$ cat src/rtl/sd_irq_pkg.sv
package sd_irq_pkg;

  localparam int REG_W   = 32;
  localparam int ADDR_W  = 2;
  localparam int SUM_BIT = 15;
  localparam int ERR_LSB = 16;

  localparam logic [ADDR_W-1:0] ADDR_STS   = 2'd0;
  localparam logic [ADDR_W-1:0] ADDR_STSEN = 2'd1;
  localparam logic [ADDR_W-1:0] ADDR_SIGEN = 2'd2;
  localparam logic [ADDR_W-1:0] ADDR_CTL   = 2'd3;

  // strobes handed from control to datapath
  typedef struct packed {
    logic stsW1c;   // ones-write to status
    logic stsEnWr;  // load status-enable
    logic sigEnWr;  // load signal-enable
    logic clrAll;   // software reset active
  } ctlStrobes_t;

endpackage

$ cat src/rtl/sd_irq_ctrl.sv
module sd_irq_ctrl
  import sd_irq_pkg::*;
#(
  parameter int RST_CYC = 8
) (
  input  logic              clk,
  input  logic              rstN,
  input  logic              regWrEn,
  input  logic [ADDR_W-1:0] regAddr,
  input  logic [REG_W-1:0]  regWrData,
  output ctlStrobes_t       strb,
  output logic              swBusy
);

  localparam int CNT_W = $clog2(RST_CYC + 1);

  logic [CNT_W-1:0] rstCnt;
  logic             startRst;

  assign startRst = regWrEn && (regAddr == ADDR_CTL) && regWrData[0] && !swBusy;

  always_ff @(posedge clk or negedge rstN) begin
    if (!rstN) begin
      rstCnt <= '0;
    end else if (rstCnt != '0) begin
      rstCnt <= rstCnt - 1'b1;
    end else if (startRst) begin
      rstCnt <= CNT_W'(RST_CYC);
    end
  end

  assign swBusy = (rstCnt != '0);

  always_comb begin
    strb.clrAll  = swBusy;
    strb.stsW1c  = regWrEn && !swBusy && (regAddr == ADDR_STS);
    strb.stsEnWr = regWrEn && !swBusy && (regAddr == ADDR_STSEN);
    strb.sigEnWr = regWrEn && !swBusy && (regAddr == ADDR_SIGEN);
  end

  // no register load may be issued while the reset window is open
  assert_no_load_in_reset_R8: assert property (@(posedge clk) disable iff (!rstN)
    strb.clrAll |-> !(strb.stsW1c || strb.stsEnWr || strb.sigEnWr));

endmodule

$ cat src/rtl/sd_irq_dp.sv
module sd_irq_dp
  import sd_irq_pkg::*;
#(
  parameter logic [REG_W-1:0] IMPL_MASK = 32'h000F_003B,
  parameter logic [REG_W-1:0] ERR_MASK  = 32'h000F_0000
) (
  input  logic              clk,
  input  logic              rstN,
  input  ctlStrobes_t       strb,
  input  logic [REG_W-1:0]  wrData,
  input  logic [REG_W-1:0]  evtPulse,
  input  logic [ADDR_W-1:0] rdAddr,
  input  logic              swBusy,
  output logic [REG_W-1:0]  rdData,
  output logic              irqOut
);

  logic [REG_W-1:0] statusQ;
  logic [REG_W-1:0] statEnQ;
  logic [REG_W-1:0] sigEnQ;
  logic             errSummary;

  for (genvar b = 0; b < REG_W; b++) begin : g_stsBit
    if (IMPL_MASK[b]) begin : g_impl
      logic bitQ;
      always_ff @(posedge clk or negedge rstN) begin
        if (!rstN) begin
          bitQ <= 1'b0;
        end else if (strb.clrAll) begin
          bitQ <= 1'b0;
        end else if (evtPulse[b] && statEnQ[b]) begin
          bitQ <= 1'b1;
        end else if (strb.stsW1c && wrData[b]) begin
          bitQ <= 1'b0;
        end
      end
      assign statusQ[b] = bitQ;
    end else begin : g_tie
      assign statusQ[b] = 1'b0;
    end
  end

  always_ff @(posedge clk or negedge rstN) begin
    if (!rstN) begin
      statEnQ <= '0;
      sigEnQ  <= '0;
    end else if (strb.clrAll) begin
      statEnQ <= '0;
      sigEnQ  <= '0;
    end else begin
      if (strb.stsEnWr) statEnQ <= wrData & IMPL_MASK;
      if (strb.sigEnWr) sigEnQ  <= wrData & IMPL_MASK;
    end
  end

  assign errSummary = |(statusQ & ERR_MASK);
  assign irqOut     = |(statusQ & sigEnQ);

  always_comb begin
    unique case (rdAddr)
      ADDR_STS: begin
        rdData          = statusQ;
        rdData[SUM_BIT] = errSummary;
      end
      ADDR_STSEN: rdData = statEnQ;
      ADDR_SIGEN: rdData = sigEnQ;
      default:    rdData = {{(REG_W-1){1'b0}}, swBusy};
    endcase
  end

  assert_sw_reset_clears_R8: assert property (@(posedge clk) disable iff (!rstN)
    strb.clrAll |=> (statusQ == '0 && statEnQ == '0 && sigEnQ == '0));

  assert_latch_gated_R4: assert property (@(posedge clk) disable iff (!rstN)
    1'b1 |=> ((statusQ & ~$past(statusQ) & ~$past(statEnQ)) == '0));

  assert_w1c_R3: assert property (@(posedge clk) disable iff (!rstN)
    strb.stsW1c |=> ((statusQ & $past(wrData & ~evtPulse)) == '0));

  assert_event_wins_R7: assert property (@(posedge clk) disable iff (!rstN)
    (strb.stsW1c && ((evtPulse & statEnQ & wrData & IMPL_MASK) != '0))
      |=> ((statusQ & $past(evtPulse & statEnQ & wrData & IMPL_MASK))
           == $past(evtPulse & statEnQ & wrData & IMPL_MASK)));

  assert_irq_needs_status_R5: assert property (@(posedge clk) disable iff (!rstN)
    irqOut |-> (statusQ != '0));

endmodule

$ cat src/rtl/sd_irq_status.sv
module sd_irq_status
  import sd_irq_pkg::*;
#(
  parameter logic [15:0] NORM_MASK = 16'h003B,
  parameter int          ERR_W     = 4,
  parameter int          RST_CYC   = 8
) (
  input  logic        clk,
  input  logic        rstN,
  input  logic [31:0] evtPulse,
  input  logic        regWrEn,
  input  logic [1:0]  regAddr,
  input  logic [31:0] regWrData,
  output logic [31:0] regRdData,
  output logic        irqOut
);

  localparam logic [REG_W-1:0] ERR_MASK  = ((REG_W'(1) << ERR_W) - 1'b1) << ERR_LSB;
  localparam logic [REG_W-1:0] IMPL_MASK = ERR_MASK | {16'h0, NORM_MASK & 16'h7FFF};

  ctlStrobes_t strb;
  logic        swBusy;

  sd_irq_ctrl #(
    .RST_CYC (RST_CYC)
  ) i_ctrl (
    .clk       (clk),
    .rstN      (rstN),
    .regWrEn   (regWrEn),
    .regAddr   (regAddr),
    .regWrData (regWrData),
    .strb      (strb),
    .swBusy    (swBusy)
  );

  sd_irq_dp #(
    .IMPL_MASK (IMPL_MASK),
    .ERR_MASK  (ERR_MASK)
  ) i_dp (
    .clk      (clk),
    .rstN     (rstN),
    .strb     (strb),
    .wrData   (regWrData),
    .evtPulse (evtPulse),
    .rdAddr   (regAddr),
    .swBusy   (swBusy),
    .rdData   (regRdData),
    .irqOut   (irqOut)
  );

endmodule

$ cat config.mk
export PLATFORM = sky130hd
export DESIGN_NAME = sd_irq_status
export DESIGN_NICKNAME = d
export VERILOG_FILES = /design/src/rtl/sd_irq_pkg.sv /design/src/rtl/sd_irq_ctrl.sv /design/src/rtl/sd_irq_dp.sv /design/src/rtl/sd_irq_status.sv
export SDC_FILE = /design/constraint.sdc
export NUM_CORES = 1
export LEC_CHECK = 0
export BUFFER_PORTS_ARGS = -buffer_cell sky130_fd_sc_hd__buf_2
export CAP_MARGIN = 20
export CORE_AREA = 2 2 83 61
export CTS_BUF_LIST = sky130_fd_sc_hd__clkbuf_16
export CTS_CLUSTER_DIAMETER = 50
export DETAILED_ROUTE_END_ITERATION = 16
export DIE_AREA = 0 0 85 63
export PLACE_DENSITY_LB_ADDON = 0.2
export SLEW_MARGIN = 5
export SYNTH_ARGS = -nofsm -noshare
export SYNTH_HDL_FRONTEND = slang
export SYNTH_SLANG_ARGS = --single-unit
export TNS_END_PERCENT = 30
$ cat constraint.sdc
create_clock -name clk -period 2.5 [get_ports clk]
set_clock_uncertainty 0.1 [all_clocks]
set_input_delay 0.25 -clock clk [delete_from_list [all_inputs] [get_ports clk]]
set_output_delay 0.25 -clock clk [all_outputs]
set_load 0.01 [all_outputs]
==> Flow_metrics.wiki, run 1 <==
{| class="wikitable"
! Metric !! Value
|-
| Max Buffers Root-to-Sink || 2
|-
| Hold Vio Cnt, Final || 0
|-
| Routed wire length per instance || roughly 15 um
|-
| Hold Crit Class || input pin to register
|-
| Final sum of negative setup slack || 0 ns
|-
| # Max-Cap Violations || 0
|-
| Critical Path AT || between 1.5 and 2 ns
|-
| Yosys reg bits || 31
|-
| Largest net degree at the start of global routing || 32
|-
| Final Worst Setup Slack || approximately 0.63 ns
|-
| Clock Sink Count || 31
|-
| Worst slew slack as a fraction of its limit || a little over half
|-
| RSZ-0062 raised after global routing || false
|-
| Starting density of the core || 38.04%
|-
| Final-report max-slew violation count || 0
|-
| FILL cells || ~450
|-
| Number of standard-cell rows in the floorplan || 21
|-
| Seq/Total Area, Yosys || between 40% and 50%
|-
| Worst VDD drop || roughly 0.38 mV
|-
| Area of the multi-input gates || 824.5 sq um
|-
| Remaining Overflow, GRT || 0
|-
| Maximum operating frequency || roughly 530 MHz
|-
| Synth Area per Inst || roughly 10 sq um
|-
| Classification of the worst setup path || register to output port
|-
| Most common cell after layout, fill and taps aside || sky130_fd_sc_hd__buf_2
|-
| Yosys warnings || 0
|-
| Detailed-route via count || 1311
|-
| Average vias per placed instance || 4.910
|-
| Clock tree root buffer cell || sky130_fd_sc_hd__clkbuf_16
|-
| Area overhead of the layout relative to synthesis || 14.95%
|-
| Number of optimization iterations in the first detailed-route pass || 4
|-
| Floorplan die width || about 85 um
|-
| Antenna violations before repair || 0
|-
| CTS buffer count || 5
|-
| Buffers on Ports || 33
|-
| Clock transition time at the flip-flop clock pins of the worst setup and hold paths || around 0.050 ns
|-
| DP HPWL || approximately 2700 um
|-
| Initial DRC count || 57
|-
| Synthesized cell area || approximately 1700 sq um
|-
| Kind of end point of the critical path || output port
|-
| Power Density || ~1000 nW/um^2
|-
| Core Box Area || 4598 sq um
|-
| Cell types occupying the most area after synthesis || sky130_fd_sc_hd__dfrtp_1, sky130_fd_sc_hd__mux2i_1, sky130_fd_sc_hd__buf_4
|-
| Commonest non-fill, non-tap cells in the layout || sky130_fd_sc_hd__buf_2, sky130_fd_sc_hd__dfrtp_1, sky130_fd_sc_hd__mux2i_1, sky130_fd_sc_hd__conb_1, sky130_fd_sc_hd__nor2_1
|-
| H-tree depth || 2
|-
| Final routed DRC violation total || 0
|-
| Number of nets with antenna violations after detailed routing || 0
|-
| Final number of setup-violating endpoints || 0
|-
| Last weighted congestion value of the routability-driven placer || roughly 0.73
|-
| Fraction of layout cells with a size suffix above 1 || between 20% and 30%
|-
| Worst slack at placement || 0.7552 ns
|-
| Post-synth top area cell || sky130_fd_sc_hd__dfrtp_1
|-
| Startpoint class of the critical path || register
|-
| Insertion delay to the later sink of the worst-skew pair || ~0.27 ns
|-
| Sequential cell area in the final layout || approximately 780 sq um
|-
| Required time reported for the critical path endpoint || about 2.2 ns
|-
| Global-route usage over all layers || 16.08%
|-
| Library cells used by synthesis || 29
|-
| CTS tree || done
|-
| Final worst path period share || about three quarters
|-
| DIE HEIGHT || about 63 um
|-
| Measured slew at the worst slew-check pin || roughly 0.71 ns
|-
| Global-route wire length before repair || between 6000 and 7000 um
|-
| Area of the die || roughly 5400 sq um
|-
| Portion of synthesized cell area occupied by the leading cell type || between 40% and 50%
|-
| Status || completed
|-
| Minimum period implied by the final worst setup slack || roughly 1.9 ns
|-
| CP Max Fanout || 4
|-
| NumNets Final || about 280
|-
| Post-Synthesis Cells || 175
|-
| Number of diodes || 0
|-
| Count of buffers added by post-CTS timing repair for setup || 0
|-
| Total routed wirelength || approximately 3900 um
|-
| Leakage power summed over all cells || approximately 0.0011 uW
|-
| Number of global-route vias before repair || between 1000 and 1500
|-
| Number of top-level pins || about 100
|}
[routing by layer]
layer / vias up / routed length [um] / track usage [%]
met5: - / 0 / 0
met4: 0 / 57 / 5.952
met3: 7 / 203 / 5.020
met2: 36 / 1689 / 22.66
met1: 621 / 1932 / 23.01
li1: 647 / - / -
[logic make-up after synthesis]
family / share of synthesized area (%)
DFF: 44.35
muxes: 16.81
buffers and inverters: 13.02
and+or+nand+nor: 13.23
other: 0.2144
AOI/OAI and AO/OA: 12.38
[metrics by stage]
step | utilization (%) | instances | total power (uW) | area, sq um | hold WS, ns
after detailed placement | 40.60 | 259 | 1542 | 1867 | 0.2462
after floorplan | - | 196 | 1374 | 1828 | -0.1456
after CTS | 43.73 | 267 | 2107 | 2011 | 0.09219
final | 43.73 | 267 | 2086 | 2011 | 0.09462
after global placement | 40.60 | 259 | 1537 | 1867 | 0.2538
after global routing | 43.73 | 267 | 2258 | 2011 | 0.08882
[sequential cells by signal (all words and copies together), names as in the netlist]
name and flops:
i_ctrl.rstCnt 4, i_dp.sigEnQ 9, i_dp.statEnQ 9, i_dp.g_stsBit.g_impl.bitQ 9
[final timing paths]
kind	start	end	slack, ns	cells past startpoint
min reg2reg	i_ctrl.rstCnt[0]	i_ctrl.rstCnt[0]	0.44	1
max	i_ctrl.rstCnt[1]	regRdData[0]	0.63	4
min	regWrData[18]	i_dp.g_stsBit[18].g_impl.bitQ	0.09	2
max reg2reg	i_ctrl.rstCnt[1]	i_dp.g_stsBit[4].g_impl.bitQ	1.16	4
min in group asynchronous	rstN	i_ctrl.rstCnt[1]	0.46	2
max in group asynchronous	rstN	i_dp.g_stsBit[18].g_impl.bitQ	1.38	2
[cell usage after synthesis]
library cell,n
sky130_fd_sc_hd__dfrtp_1,31
sky130_fd_sc_hd__mux2i_1,26
sky130_fd_sc_hd__buf_4,25
sky130_fd_sc_hd__nor2_1,20
sky130_fd_sc_hd__nand2_1,19
sky130_fd_sc_hd__o21ai_0,10
sky130_fd_sc_hd__a21oi_1,9
sky130_fd_sc_hd__a311oi_1,9
sky130_fd_sc_hd__buf_2,2
sky130_fd_sc_hd__buf_6,2
sky130_fd_sc_hd__nand3b_1,2
sky130_fd_sc_hd__nor2b_1,2
sky130_fd_sc_hd__nor3_1,2
sky130_fd_sc_hd__a221oi_1,1
sky130_fd_sc_hd__a222oi_1,1
sky130_fd_sc_hd__a22o_1,1
sky130_fd_sc_hd__a22oi_1,1
sky130_fd_sc_hd__buf_1,1
sky130_fd_sc_hd__clkbuf_1,1
sky130_fd_sc_hd__conb_1,1
sky130_fd_sc_hd__mux2_2,1
sky130_fd_sc_hd__mux4_2,1
sky130_fd_sc_hd__nand2_2,1
sky130_fd_sc_hd__nand3_1,1
sky130_fd_sc_hd__nand4_1,1
sky130_fd_sc_hd__nor2_4,1
sky130_fd_sc_hd__nor3b_2,1
sky130_fd_sc_hd__nor4_1,1
sky130_fd_sc_hd__o31ai_1,1
[power by group]
| part | internal, uW | total (uW) | switching, uW |
|---|---|---|---|
| clock network | 356 | 555 | 199 |
| registers | 687 | 875 | 188 |
| logic | 280 | 656 | 375 |
| total | 1320 | 2090 | 762 |
[area by class of cell]
cell class              instances  area share [%]
clock inverters                 2          0.4356
flip-flops and latches         31           38.58
multi-input cells             134           41.01
repair buffers                 38           10.21
well taps                      57           3.547
clock buffers                   5           6.223
[timing repair]
action | in CTS | in global routing
resized for setup | 0 | 0
hold endpoints to repair | 31 | 0
hold buffers | 1 | 0
setup endpoints to repair | 0 | 0
[worst max-delay path, cell delays in order (launching register included)]
cell and delay (ns):
sky130_fd_sc_hd__dfrtp_1 0.42, sky130_fd_sc_hd__nor2_4 0.15, sky130_fd_sc_hd__nand2_2 0.06, sky130_fd_sc_hd__mux4_2 0.47, sky130_fd_sc_hd__buf_2 0.15
No activity file was read; power rests on OpenSTA's default activity.
==> run 2: changes to the inputs <==
- clock period: 2.5 -> 1.75 ns (I/O delays scaled with it)
==> run 2 against run 1 <==
The flow now finishes with violations (setup timing); utilization rose by 2.0 points; cell area grew 4.5%; flip-flop and latch count is the same; count of clock-buffer cells in the layout is the same; critical path depth unchanged; hold slack got worse by 0.078 ns; combinational power grew 59%; global-route usage increased by 0.27 points; die area is the same; final cell count grew 4.1%; clock power grew 44%; largest cell class unchanged.
==> Flow_metrics.wiki, run 2 (synthesis gave the netlist of run 1 again) <==
{| class="wikitable"
! Metric !! Value
|-
| Maximum operating frequency || roughly 560 MHz
|-
| Core Box Area || 4598 sq um (unchanged)
|-
| Minimum period implied by the final worst setup slack || roughly 1.8 ns
|-
| Number of optimization iterations in the first detailed-route pass || 4 (unchanged)
|-
| Initial DRC count || 71 (+25%)
|-
| Number of diodes || 0 (unchanged)
|-
| Insertion delay to the later sink of the worst-skew pair || 0.28 ns (about the same)
|-
| # Max-Cap Violations || 0 (unchanged)
|-
| Setup crit end || regRdData[0]
|-
| Registers with the highest flip-flop counts || i_dp.g_stsBit.g_impl.bitQ (9), i_dp.sigEnQ (9), i_dp.statEnQ (9)
|-
| Buffers plus inverters on the worst setup path || 1 (unchanged)
|-
| Cell class contributing the biggest share of worst-path delay || multiplexers
|-
| Floorplan die width || 85 um (unchanged)
|-
| RSZ-0062 raised after global routing || true
|-
| Hold Crit Class || input pin to register
|-
| Worst slew slack as a fraction of its limit || 53.76% (+1.2 points)
|-
| Worst slack at placement || 0.2272 ns (-0.5280 ns)
|-
| Number of global-route vias before repair || 1298 (+0.39%)
|-
| Final-report max-slew violation count || 0 (unchanged)
|-
| Worst R2R End || i_dp.g_stsBit[19].g_impl.bitQ
|-
| DP HPWL || 2791 um (+3.6%)
|-
| Power Density || 1471 nW/um^2 (+42%)
|-
| Kind of end point of the critical path || output port
|-
| Area of the multi-input gates || 830.8 sq um (+0.76%)
|-
| Cell Chain, Critical Path || nor2_4 > nand2_2 > mux4_2 > buf_6
|-
| FILL cells || 426 (-6.0%)
|-
| Number of standard-cell rows in the floorplan || 21 (unchanged)
|-
| Depth of the worst register-to-register path || 4 (unchanged)
|-
| Most crowded layer after global routing || met1
|-
| Global-route usage over all layers || 16.35% (+0.27 points)
|-
| Final Cell Area || 2101 sq um (+4.5%)
|-
| Clock transition time at the flip-flop clock pins of the worst setup and hold paths || 0.05 ns (about the same)
|-
| CP Max Fanout || 2 (-2)
|-
| Hold Path Stages || 2 (unchanged)
|-
| Number of top-level pins || 102 (unchanged)
|-
| Area overhead of the layout relative to synthesis || 20.10%
|-
| Met1 usage || 23.36% (+0.36 points)
|-
| Required time reported for the critical path endpoint || 1.47 ns (-0.68 ns)
|-
| Status || finished with violations
|-
| Failing checks || setup timing
|-
| Detailed-route via count || 1372 (+4.7%)
|-
| Global-route met3 utilization || 6.605% (+1.6 points)
|-
| CTS buffer count || 5 (unchanged)
|-
| Max Buffers Root-to-Sink || 2 (unchanged)
|-
| Most common cell after layout, fill and taps aside || sky130_fd_sc_hd__buf_2
|-
| Number of nets with antenna violations after detailed routing || 0 (unchanged)
|-
| Leakage power summed over all cells || 0.001131 uW (+5.1%)
|-
| Antenna violations before repair || 0 (unchanged)
|-
| Final worst path period share || 101.5%
|-
| Worst VDD drop || 0.8136 mV (+120%)
|-
| Final number of setup-violating endpoints || 1 (+1)
|-
| Hold Vio Cnt, Final || 0 (unchanged)
|-
| H-tree depth || 2 (unchanged)
|-
| Slowest stage cell, crit path || sky130_fd_sc_hd__mux4_2
|-
| Commonest non-fill, non-tap cells in the layout || sky130_fd_sc_hd__buf_2, sky130_fd_sc_hd__dfrtp_1, sky130_fd_sc_hd__mux2i_1, sky130_fd_sc_hd__conb_1, sky130_fd_sc_hd__nor2_1
|-
| Average vias per placed instance || 4.935 (+0.51%)
|-
| FF-to-FF setup slack || 0.46 ns (-0.70 ns)
|-
| Critical Path AT || 1.50 ns (-0.02 ns)
|-
| Final Worst Setup Slack || -0.02550 ns (-0.6543 ns)
|-
| DIE HEIGHT || 63 um (unchanged)
|-
| Met2 Track Usage GR || 21.68% (-0.98 points)
|-
| Launch point of the worst path || i_ctrl.rstCnt[1]
|-
| Total stage count of the critical path || 4 (unchanged)
|-
| NumNets Final || 289 (+3.6%)
|-
| Final routed DRC violation total || 0 (unchanged)
|-
| Global-route wire length before repair || 6575 um (-0.21%)
|-
| Largest net degree at the start of global routing || 32 (unchanged)
|-
| Classification of the worst setup path || register to output port
|-
| Starting density of the core || 38.04% (unchanged)
|-
| Last weighted congestion value of the routability-driven placer || 0.7150 (-2.0%)
|-
| Buffers on Ports || 33 (unchanged)
|-
| Clock Sink Count || 31 (unchanged)
|-
| Worst reg2reg startpoint || i_ctrl.rstCnt[1]
|-
| Total routed wirelength || 4001 um (+3.0%)
|-
| Critical path's largest stage delay || 0.47 ns (about the same)
|-
| Fraction of layout cells with a size suffix above 1 || 26.24% (+3.4 points)
|-
| CTS tree || done
|-
| Worst hold slack after final layout || 0.01614 ns (-0.07848 ns)
|-
| Remaining Overflow, GRT || 0 (unchanged)
|-
| Measured slew at the worst slew-check pin || 0.6935 ns (-0.01802 ns)
|-
| Routed wire length per instance || 14.39 um (-1.1%)
|-
| Area of the die || 5355 sq um (unchanged)
|-
| Sequential cell area in the final layout || 775.7 sq um (unchanged)
|-
| Area post-placement || 1904 sq um (+2.0%)
|-
| Startpoint class of the critical path || register
|-
| Clock tree root buffer cell || sky130_fd_sc_hd__clkbuf_16
|}
run 2: cell types whose count changed in the layout (fill, tap and decap cells not counted), sizes merged:
cell / before / now
buf: 37 / 47
inv: 0 / 1
run 2: area by class of cell:
| cell class | count | share of cell area (%) |
|---|---|---|
| Clock buffer | 5 | 5.956 |
| Clock inverter | 3 | 0.5360 |
| Multi-Input combinational cell | 134 | 39.55 |
| Sequential cell | 31 | 36.93 |
| Tap cell | 57 | 3.395 |
| Timing Repair Buffer | 48 | 13.64 |
run 2: how the worst min path moves through the flow:
stage            startpoint                      endpoint  slack, ns
6_report       regWrData[5]  i_dp.g_stsBit[5].g_impl.bitQ       0.02
5_1_grt        regWrData[5]  i_dp.g_stsBit[5].g_impl.bitQ       0.02
4_1_cts        regWrData[5]  i_dp.g_stsBit[5].g_impl.bitQ       0.01
3_5_place_dp           rstN  i_dp.g_stsBit[0].g_impl.bitQ       0.17
3_3_place_gp           rstN              i_ctrl.rstCnt[3]       0.17
2_1_floorplan          rstN              i_ctrl.rstCnt[0]      -0.22
run 2: worst register-to-register path, stage by stage (launching register included):
cell                       delay [ns]
sky130_fd_sc_hd__dfrtp_1         0.41
sky130_fd_sc_hd__nor2_4          0.14
sky130_fd_sc_hd__nand2_2         0.06
sky130_fd_sc_hd__buf_4           0.23
sky130_fd_sc_hd__a311oi_1        0.24
run 2: layer usage:
metal	vias up	routed length, um	share of wire [%]
met5	-	0	0
met4	0	68	1.7
met3	5	212	5.3
met2	40	1721	43
met1	655	1998	50
li1	672	-	-
run 2: what timing repair did:
action,4_1_cts,5_1_grt
hold endpoints to repair,31,0
pin swaps,2,2
setup buffers,5,0
endpoints found under the setup margin,1,2
hold buffers,1,0
resized for setup,0,2
run 2: where the power goes:
part           total (uW)  internal [uW]  switching [uW]
Sequential           1250            981             272
Combinational        1040            468             568
Clock                 801            510             291
run 2: per-stage QoR:
step	TNS, ns	utilization (%)	std cells	power, uW
after floorplan	0	-	196	1963
after global placement	0	41.42	264	2204
after detailed placement	0	41.42	264	2219
after CTS	-0.01430	45.42	278	3094
after global routing	-0.08842	45.69	278	3330
final	-0.02550	45.69	278	3090
==> run 3: changes to the inputs <==
- SETUP_SLACK_MARGIN: default -> 0.1
==> run 3 against run 2 <==
The flow still finishes with violations (setup timing); setup slack barely moved; final cell count did not move; sequential share of layout area did not move; critical path depth did not move; critical path type unchanged; critical endpoint unchanged; largest cell class unchanged.
==> Flow_metrics.wiki, run 3 (synthesis gave the netlist of run 1 again) <==
{| class="wikitable"
! Metric !! Value
|-
| Status || finished with violations
|-
| Failing checks || setup timing
|-
| Minimum period implied by the final worst setup slack || 1.776 ns (+0.00001130 ns)
|-
| Startpoint class of the critical path || register
|-
| Post-route core utilization || 45.69% (unchanged)
|-
| RSZ-0062 raised after global routing || true
|-
| # Max-Cap Violations || 0 (unchanged)
|-
| Number of nets with antenna violations after detailed routing || 0 (unchanged)
|-
| Starting density of the core || 38.04% (unchanged)
|-
| Power Density || 1471 nW/um^2 (about the same)
|-
| Net switching component of the power || 1132 uW (about the same)
|-
| Commonest non-fill, non-tap cells in the layout || sky130_fd_sc_hd__buf_2, sky130_fd_sc_hd__dfrtp_1, sky130_fd_sc_hd__mux2i_1, sky130_fd_sc_hd__conb_1, sky130_fd_sc_hd__nor2_1
|-
| Hold Vio Cnt, Final || 0 (unchanged)
|-
| Critical Path AT || 1.50 ns (about the same)
|-
| Final number of setup-violating endpoints || 1 (unchanged)
|-
| H-tree depth || 2 (unchanged)
|-
| Registers with the highest flip-flop counts || i_dp.g_stsBit.g_impl.bitQ (9), i_dp.sigEnQ (9), i_dp.statEnQ (9)
|-
| Largest net degree at the start of global routing || 32 (unchanged)
|-
| FF-to-FF setup slack || 0.46 ns (about the same)
|-
| Average vias per placed instance || 4.924 (-0.22%)
|-
| Last weighted congestion value of the routability-driven placer || 0.7150 (unchanged)
|-
| Initial DRC count || 65 (-8.5%)
|-
| Insertion delay to the later sink of the worst-skew pair || 0.28 ns (about the same)
|-
| Worst reg2reg startpoint || i_ctrl.rstCnt[1]
|-
| Final worst path period share || 101.5% (about the same)
|-
| Cell Count, Final, Fillers Out || 278 (unchanged)
|-
| Fraction of layout cells with a size suffix above 1 || 26.24% (unchanged)
|-
| Clock tree root buffer cell || sky130_fd_sc_hd__clkbuf_16
|-
| Hold Crit Class || input pin to register
|-
| Most common cell after layout, fill and taps aside || sky130_fd_sc_hd__buf_2
|-
| Worst R2R End || i_dp.g_stsBit[19].g_impl.bitQ
|-
| Sw frac || 36.61% (about the same)
|-
| Kind of end point of the critical path || output port
|-
| Area of the die || 5355 sq um (unchanged)
|-
| Total routed wirelength || 3997 um (about the same)
|-
| Maximum operating frequency || 563.2 MHz (about the same)
|-
| Critical path's largest stage delay || 0.47 ns (about the same)
|-
| Number of diodes || 0 (unchanged)
|-
| Required time reported for the critical path endpoint || 1.47 ns (about the same)
|-
| Buffers on Ports || 33 (unchanged)
|-
| DIE HEIGHT || 63 um (unchanged)
|-
| Remaining Overflow, GRT || 0 (unchanged)
|-
| Clock transition time at the flip-flop clock pins of the worst setup and hold paths || 0.05 ns (about the same)
|-
| Final Worst Setup Slack || -0.02551 ns (-0.00001130 ns)
|-
| Routed wire length per instance || 14.38 um (about the same)
|-
| Final routed DRC violation total || 0 (unchanged)
|-
| Hold worst-path end || i_dp.g_stsBit[3].g_impl.bitQ
|-
| Max Buffers Root-to-Sink || 2 (unchanged)
|-
| Int Pwr || 1959 uW (about the same)
|-
| Cell Chain, Critical Path || nor2_4 > nand2_2 > mux4_2 > buf_6
|-
| NumNets Final || 289 (unchanged)
|-
| Final Cell Area || 2101 sq um (unchanged)
|-
| Cell count after placement || 264 (unchanged)
|-
| Number of standard-cell rows in the floorplan || 21 (unchanged)
|-
| Global-route usage over all layers || 16.32% (-0.028 points)
|-
| Number of optimization iterations in the first detailed-route pass || 4 (unchanged)
|-
| Logic pwr share || 33.5% (about the same)
|-
| Worst hold start || regWrData[3]
|-
| Global-route wire length before repair || 6568 um (-0.11%)
|-
| Area post-placement || 1904 sq um (unchanged)
|-
| CP Max Fanout || 2 (unchanged)
|-
| Worst slack at placement || 0.2272 ns (unchanged)
|-
| Leakage power summed over all cells || 0.001131 uW (unchanged)
|-
| CTS buffer count || 5 (unchanged)
|-
| Depth of the worst register-to-register path || 4 (unchanged)
|-
| Slowest stage cell, crit path || sky130_fd_sc_hd__mux4_2
|-
| Worst slew slack as a fraction of its limit || 53.52% (-0.24 points)
|-
| CTS tree || done
|-
| Detailed-route via count || 1369 (-0.22%)
|-
| Clock Power Share || 25.9% (about the same)
|-
| Area overhead of the layout relative to synthesis || 20.10% (unchanged)
|-
| Clock Sink Count || 31 (unchanged)
|-
| Sequential share of power || 40.5% (about the same)
|-
| Core Box Area || 4598 sq um (unchanged)
|-
| Floorplan die width || 85 um (unchanged)
|-
| Worst VDD drop || 0.8135 mV (about the same)
|-
| Number of global-route vias before repair || 1295 (-0.23%)
|-
| Number of top-level pins || 102 (unchanged)
|-
| Hold Path Stages || 2 (unchanged)
|-
| Antenna violations before repair || 0 (unchanged)
|-
| Classification of the worst setup path || register to output port
|-
| Final-report max-slew violation count || 0 (unchanged)
|-
| DP HPWL || 2791 um (unchanged)
|-
| Measured slew at the worst slew-check pin || 0.6972 ns (+0.003635 ns)
|}
==> run 3: power groups by stage <==
stage / Clock, uW / Combinational (uW) / Sequential, uW
detailed placement: 0 / 958 / 1260
floorplan: 0 / 787 / 1180
finish: 802 / 1040 / 1250
global route: 863 / 1170 / 1290
CTS: 823 / 1030 / 1250
global placement: 0 / 942 / 1260
==> run 3: final cells by class <==
type	instances	area (sq um)
sequential	31	775.7
clock inverter	3	11.26
fill	426	2497
multi-input combinational	134	830.8
timing repair buffer	48	286.5
clock buffer	5	125.1
tap	57	71.32
==> run 3: repair_timing <==
item,4_1_cts,5_1_grt
hold buffers,1,0
endpoints found under the setup margin,2,2
buffers inserted,5,0
pin swaps,4,1
endpoints found under the hold margin,31,0
gates resized for setup,1,1
==> run 3: worst max path at each step <==
stage                           from  depth (start not counted)  slack, ns      endpoint
finish              i_ctrl.rstCnt[1]                          4      -0.03  regRdData[0]
global route        i_ctrl.rstCnt[1]                          4      -0.08  regRdData[0]
CTS                 i_ctrl.rstCnt[0]                          4      -0.01  regRdData[0]
detailed placement  i_ctrl.rstCnt[1]                          4       0.23  regRdData[0]
global placement    i_ctrl.rstCnt[1]                          4       0.23  regRdData[0]
floorplan           i_ctrl.rstCnt[1]                          3       0.38  regRdData[0]
==> run 3: critical path, delay by kind of cell, from the launching register on <==
kind                   cells  cell delay [ns]
buffers and inverters      1             0.14
flip-flops                 1             0.41
multiplexers               1             0.47
AND/OR/NAND/NOR            2             0.20
==> run 3: per-layer routing <==
layer	vias up	track usage (%)	part of all wire [%]
li1	672	-	-
met1	650	23.28	50
met2	42	21.68	43
met3	5	6.605	5.4
met4	0	6.548	1.7
met5	-	0	0
==> run 3: per-stage QoR <==
| step | setup TNS, ns | total power, uW | hold WS, ns |
|---|---|---|---|
| CTS | -0.01430 | 3105 | 0.01324 |
| floorplan | 0 | 1963 | -0.2206 |
| finish | -0.02551 | 3091 | 0.01845 |
| global route | -0.09003 | 3330 | 0.02190 |
| detailed placement | 0 | 2219 | 0.1672 |
| global placement | 0 | 2204 | 0.1745 |
